**src/rtl/flt_pkg.sv**
```systemverilog
package flt_pkg;
  parameter int unsigned DEF_REG_W = 8;

  function automatic int unsigned sel_bits(int unsigned n);
    return (n < 2) ? 1 : $clog2(n);
  endfunction
endpackage

```
**src/rtl/flt_capture_bank.sv**
```systemverilog
module flt_capture_bank #(
  parameter int unsigned NUM_INPUTS = 16
) (
  input  logic                  clk,
  input  logic                  rst_n,
  input  logic [NUM_INPUTS-1:0] fault_in,
  input  logic                  capture_en,
  input  logic                  clr,
  output logic [NUM_INPUTS-1:0] latched
);
  logic [NUM_INPUTS-1:0] captured;

  assign captured = capture_en ? fault_in : '0;

  always_ff @(posedge clk) begin
    if (!rst_n)   latched <= '0;
    else if (clr) latched <= captured;
    else          latched <= latched | captured;
  end

  // captured faults are present after the edge
  p_set_r2: assert property (@(posedge clk) disable iff (!rst_n)
    capture_en |=> ((latched & $past(fault_in)) == $past(fault_in)));

  // no bit drops without a clear
  p_sticky_r3: assert property (@(posedge clk) disable iff (!rst_n)
    !clr |=> ((latched & $past(latched)) == $past(latched)));

  // gated state holds
  p_gate_r4: assert property (@(posedge clk) disable iff (!rst_n)
    (!capture_en && !clr) |=> (latched == $past(latched)));

  // clear without capture empties the latch
  p_clear_r5: assert property (@(posedge clk) disable iff (!rst_n)
    (clr && !capture_en) |=> (latched == '0));
endmodule

```
**src/rtl/flt_read_port.sv**
```systemverilog
module flt_read_port #(
  parameter int unsigned NUM_INPUTS = 16,
  parameter int unsigned REG_W      = 8,
  parameter int unsigned NUM_REGS   = 2,
  parameter int unsigned SEL_W      = 1
) (
  input  logic                  clk,
  input  logic                  rst_n,
  input  logic [NUM_INPUTS-1:0] latched,
  input  logic                  req_valid,
  output logic                  req_ready,
  input  logic [SEL_W-1:0]      req_sel,
  output logic                  rsp_valid,
  input  logic                  rsp_ready,
  output logic [REG_W-1:0]      rsp_data
);
  logic [NUM_REGS-1:0][REG_W-1:0] view;
  logic [REG_W-1:0]               sel_data;
  logic                           req_fire;

  for (genvar r = 0; r < NUM_REGS; r++) begin : g_reg
    for (genvar b = 0; b < REG_W; b++) begin : g_bit
      if (r * REG_W + b < NUM_INPUTS) begin : g_used
        assign view[r][b] = latched[r*REG_W+b];
      end else begin : g_pad
        assign view[r][b] = 1'b0;
      end
    end
  end

  always_comb begin
    sel_data = '0;
    for (int r = 0; r < NUM_REGS; r++) begin
      if (req_sel == SEL_W'(r)) sel_data = view[r];
    end
  end

  assign req_ready = !rsp_valid || rsp_ready;
  assign req_fire  = req_valid && req_ready;

  always_ff @(posedge clk) begin
    if (!rst_n) begin
      rsp_valid <= 1'b0;
      rsp_data  <= '0;
    end else if (req_fire) begin
      rsp_valid <= 1'b1;
      rsp_data  <= sel_data;
    end else if (rsp_ready) begin
      rsp_valid <= 1'b0;
    end
  end

  // an accepted request produces a response
  p_resp_r8: assert property (@(posedge clk) disable iff (!rst_n)
    (req_valid && req_ready) |=> rsp_valid);

  // stalled response is held unchanged
  p_hold_r9: assert property (@(posedge clk) disable iff (!rst_n)
    (rsp_valid && !rsp_ready) |=> (rsp_valid && $stable(rsp_data)));
endmodule

```
**src/rtl/flt_capture_latch.sv**
```systemverilog
module flt_capture_latch
  import flt_pkg::*;
#(
  parameter int unsigned NUM_INPUTS = 16,
  parameter int unsigned REG_W      = DEF_REG_W,
  localparam int unsigned NUM_REGS  = (NUM_INPUTS + REG_W - 1) / REG_W,
  localparam int unsigned SEL_W     = sel_bits(NUM_REGS)
) (
  input  logic                  clk,
  input  logic                  rst_n,
  input  logic [NUM_INPUTS-1:0] fault_in,
  input  logic                  capture_en,
  input  logic                  clr,
  input  logic                  req_valid,
  output logic                  req_ready,
  input  logic [SEL_W-1:0]      req_sel,
  output logic                  rsp_valid,
  input  logic                  rsp_ready,
  output logic [REG_W-1:0]      rsp_data,
  output logic                  any_fault
);
  logic [NUM_INPUTS-1:0] latched;

  flt_capture_bank #(.NUM_INPUTS(NUM_INPUTS)) u_bank (
    .clk(clk), .rst_n(rst_n), .fault_in(fault_in),
    .capture_en(capture_en), .clr(clr), .latched(latched)
  );

  flt_read_port #(
    .NUM_INPUTS(NUM_INPUTS), .REG_W(REG_W),
    .NUM_REGS(NUM_REGS), .SEL_W(SEL_W)
  ) u_read (
    .clk(clk), .rst_n(rst_n), .latched(latched),
    .req_valid(req_valid), .req_ready(req_ready), .req_sel(req_sel),
    .rsp_valid(rsp_valid), .rsp_ready(rsp_ready), .rsp_data(rsp_data)
  );

  assign any_fault = |latched;

  // a fault captured during a clear survives it
  p_clr_win_r6: assert property (@(posedge clk) disable iff (!rst_n)
    (clr && capture_en && (fault_in != '0)) |=> any_fault);

  // summary falls after a clear with nothing captured
  p_summary_r7: assert property (@(posedge clk) disable iff (!rst_n)
    (clr && (!capture_en || (fault_in == '0))) |=> !any_fault);
endmodule

```
**config.mk**
```make
export PLATFORM = sky130hd
export DESIGN_NAME = flt_capture_latch
export DESIGN_NICKNAME = d
export VERILOG_FILES = /design/src/rtl/flt_pkg.sv /design/src/rtl/flt_capture_bank.sv /design/src/rtl/flt_read_port.sv /design/src/rtl/flt_capture_latch.sv
export SDC_FILE = /design/constraint.sdc
export NUM_CORES = 1
export LEC_CHECK = 0
export CAP_MARGIN = 15
export CORE_UTILIZATION = 35
export DETAILED_ROUTE_END_ITERATION = 8
export DONT_BUFFER_PORTS = 1
export PLACE_DENSITY = 0.53
export SYNTH_ARGS = -nofsm -noshare
export SYNTH_HDL_FRONTEND = slang
export SYNTH_SLANG_ARGS = --single-unit
```
**constraint.sdc**
```tcl
create_clock -name clk -period 1.13 [get_ports clk]
set_clock_uncertainty 0.05 [all_clocks]
set_input_delay 0.226 -clock clk [delete_from_list [all_inputs] [get_ports clk]]
set_output_delay 0.226 -clock clk [all_outputs]
set_load 0.02 [all_outputs]
```
==> key figures <==
Status
  • Status: complete, but fails checks
  • Failing checks: design-rule violations, negative setup slack

Finish
  • Number of antenna repair diodes: 0
  • Most common cell after layout, fill and taps aside: buf_4
  • Share of cells above drive strength 1: 32.54%
  • Most used cells in the layout excluding fill and tap cells: 19 x buf_4, 16 x a22oi_1, 16 x nor2b_1, 16 x dfxtp_1, 9 x dfxtp_2
  • # fillers: 275
  • Layout area overhead: 30.36%
  • Area of the multi-input gates: 509.2 um^2
  • Net total in the final layout: 150
  • Post-layout util: 48.84%
  • Sequential cell area: 511.7 um^2
  • Final non-filler cell total: 157

Placed design
  • Post-detailed-placement half-perimeter wirelength: 1690 um
  • # placed instances: 141
  • Final weighted congestion in routability-driven placement: 0.7686
  • Post-placement setup slack: -0.1526 ns
  • Count of port buffers added during placement: 0

Synthesis
  • Seq/Total Area, Yosys: 47.62%
  • FF+latch count, synth: 25
  • Synthesis warning total: 0
  • Net count of the mapped netlist: 123
  • Netlist area before placement: 1051 um^2
  • Number of cells produced by synthesis: 100
  • Average instance area after synthesis: 10.51 um^2
  • Distinct cell type count of the synthesized netlist: 17

CTS
  • Clock insertion delay at the later pin of the skew report: 0.33 ns
  • Deepest level of the CTS H-tree: 1
  • Root buffer cell: clkbuf_4
  • Max clock buf depth: 2
  • CTS Sinks: 25
  • Post-CTS clock slew at the launch and capture registers of the worst setup and hold paths: 0.15 ns
  • Clock tree from TritonCTS: built
  • Cts bufs inserted: 3

Detailed routing
  • Drc violations: 4
  • Met2 wire len: 1099 um
  • Number of vias after detailed routing: 841
  • Routed metal-1 wire length: 1232 um
  • Highest metal layer used by the detailed router: met4
  • Average wire length per cell after detail routing: 15.92 um
  • 1st-iter DRT viols: 59
  • Post-DRT Antenna Nets: 0
  • Detailed Route WL: 2500 um
  • First-pass iteration count of the detailed router: 6
  • Routed length on met3: 116 um
  • Number of vias per cell: 5.357

Floorplan
  • Row count: 19
  • Starting density of the core: 37.47%
  • I/O pin cnt: 34
  • CORE AREA: 2805 um^2
  • Floorplan die area: 3226 um^2
  • Chip Width: 56.80 um
  • Chip height: 56.80 um

Global routing
  • GRT overflow: 0
  • Overall global routing resource usage: 17.34%
  • Wire length of the first global-routing pass: 4215 um
  • Largest net degree at the start of global routing: 26
  • Number of antenna violations at the first check in global routing: 0
  • Vias in the first global route: 847

Min path
  • Hold Path End: u_bank.latched[11]
  • Worst hold path startpoint: fault_in[11]
  • Worst min-delay path class: in2reg
  • Worst Hold Path Cells: 2

Setup path
  • Max Fanout on Critical Path: 2
  • Cells along the critical path: nor4_4 > nand4_1 > buf_4
  • Launching element type of the critical path: register
  • R2r startpoint: u_read.rsp_valid
  • Req. time, crit path: 0.85 ns
  • Crit path max-delay family: simple AND/OR/NAND/NOR gates
  • Arrival time worst endpoint: 1.26 ns
  • Slowest cell delay on critical path: 0.36 ns
  • Critical Setup Path Class: reg2out
  • Depth of the worst register-to-register path: 4
  • Flop2flop setup slack: 0.04 ns
  • Capturing point of the worst reg2reg path: u_read.rsp_data[7]
  • Slowest CP cell: dfxtp_2
  • WP buf/inv: 1
  • Capturing element type of the critical path: primary output

Timing
  • Normalized max-slew margin: 49.15%
  • Final worst-path setup slack: -0.4109 ns
  • Fin crit period: 1.541 ns
  • Post-route fraction of the period consumed by the critical path: 136.4%
  • Unrepaired setup endpoints after global routing: yes
  • Worst-Margin Slew: 0.7627 ns
  • Number of failing hold endpoints at the final stage: 0
  • Slew Viols, Final: 0
  • Final setup violation count: 2
  • Worst hold slack across all endpoints: 0.008651 ns
  • Fmax: 649.0 MHz
  • Sum of negative setup slack: -0.4543 ns

Pwr
  • Worst IR drop on VDD: 0.0005261 V
  • Share of power burned in the clock network: 24.8%
  • Leakage power figure: 0.6472 nW
  • PwrDens: 1241 nW/um^2
  • Sequential fraction of design power: 59.1%
  • Comb power frac: 16.1%
  • Switching Fraction: 26.90%
  • Sw Pwr: 0.4571 mW
  • Total internal power: 1.242 mW

Run
  • Max-capacitance violation count: 0
==> logic make-up after synthesis <==
| family | share of synthesized area [%] |
|---|---|
| AND/OR/NAND/NOR | 18.45 |
| flip-flops | 47.62 |
| buffers and inverters | 6.546 |
| AO/OA/AOI/OAI | 19.76 |
| multiplexers | 7.619 |
==> sequential cells by signal (all words and copies together), names as in the netlist <==
register / cells
u_bank.latched: 16
u_read.rsp_data: 8
u_read.rsp_valid: 1
==> power groups by stage <==
stage / registers, mW / logic [mW] / clock network, mW
4_1_cts: 1.00 / 0.264 / 0.441
2_1_floorplan: 1.01 / 0.167 / 0
5_1_grt: 1.01 / 0.303 / 0.481
6_report: 1.00 / 0.274 / 0.421
3_3_place_gp: 1.01 / 0.213 / 0
3_5_place_dp: 1.01 / 0.216 / 0
==> how the worst max path moves through the flow <==
| stage | startpoint | end | slack [ns] | cells after the start |
|---|---|---|---|---|
| 4_1_cts | u_bank.latched[15] | any_fault | -0.44 | 3 |
| 2_1_floorplan | u_bank.latched[7] | any_fault | 0.04 | 2 |
| 5_1_grt | u_bank.latched[14] | any_fault | -0.50 | 3 |
| 3_3_place_gp | u_bank.latched[14] | any_fault | -0.16 | 3 |
| 3_5_place_dp | u_bank.latched[14] | any_fault | -0.15 | 3 |
| 6_report | u_bank.latched[14] | any_fault | -0.41 | 3 |
==> Yosys cell counts, drive strengths merged <==
cell    count  area (um^2)
a21boi      1        7.510
a22oi      16        120.1
and2        1        8.760
buf         8        57.55
clkbuf      1        3.750
dfxtp      25        500.5
inv         2        7.500
mux2i       8        80.08
nand2b      1        13.76
nand3       8        40.04
nand4       1        6.260
nor2b      16        100.1
nor4        4        25.02
o211a       8        80.08
==> final cells by class <==
cell class | count | area share (%)
multi-input cells | 64 | 37.17
well taps | 31 | 2.831
inverters | 2 | 0.5479
clock inverters | 1 | 0.5479
clock buffers | 3 | 1.644
repair buffers | 31 | 19.91
flip-flops and latches | 25 | 37.35
==> what timing repair did <==
action / 4_1_cts / 5_1_grt
hold endpoints to repair: 25 / 1
pin swaps: 3 / 3
endpoints found under the setup margin: 3 / 34
hold buffers: 8 / 1
resized for setup: 7 / 10
setup buffers: 1 / 2
==> metal layers <==
layer | track usage [%] | vias to the layer above
li1 | - | 419
met1 | 25.00 | 392
met2 | 25.00 | 25
met3 | 3.456 | 5
met4 | 7.317 | 0
met5 | 0 | -
==> through the flow <==
| step | area (um^2) | total power [mW] |
|---|---|---|
| floorplan | 1052 | 1.181 |
| global placement | 1172 | 1.225 |
| detailed placement | 1172 | 1.229 |
| CTS | 1326 | 1.707 |
| global route | 1370 | 1.797 |
| finish | 1370 | 1.700 |
Power figures use the tool's default switching activity.
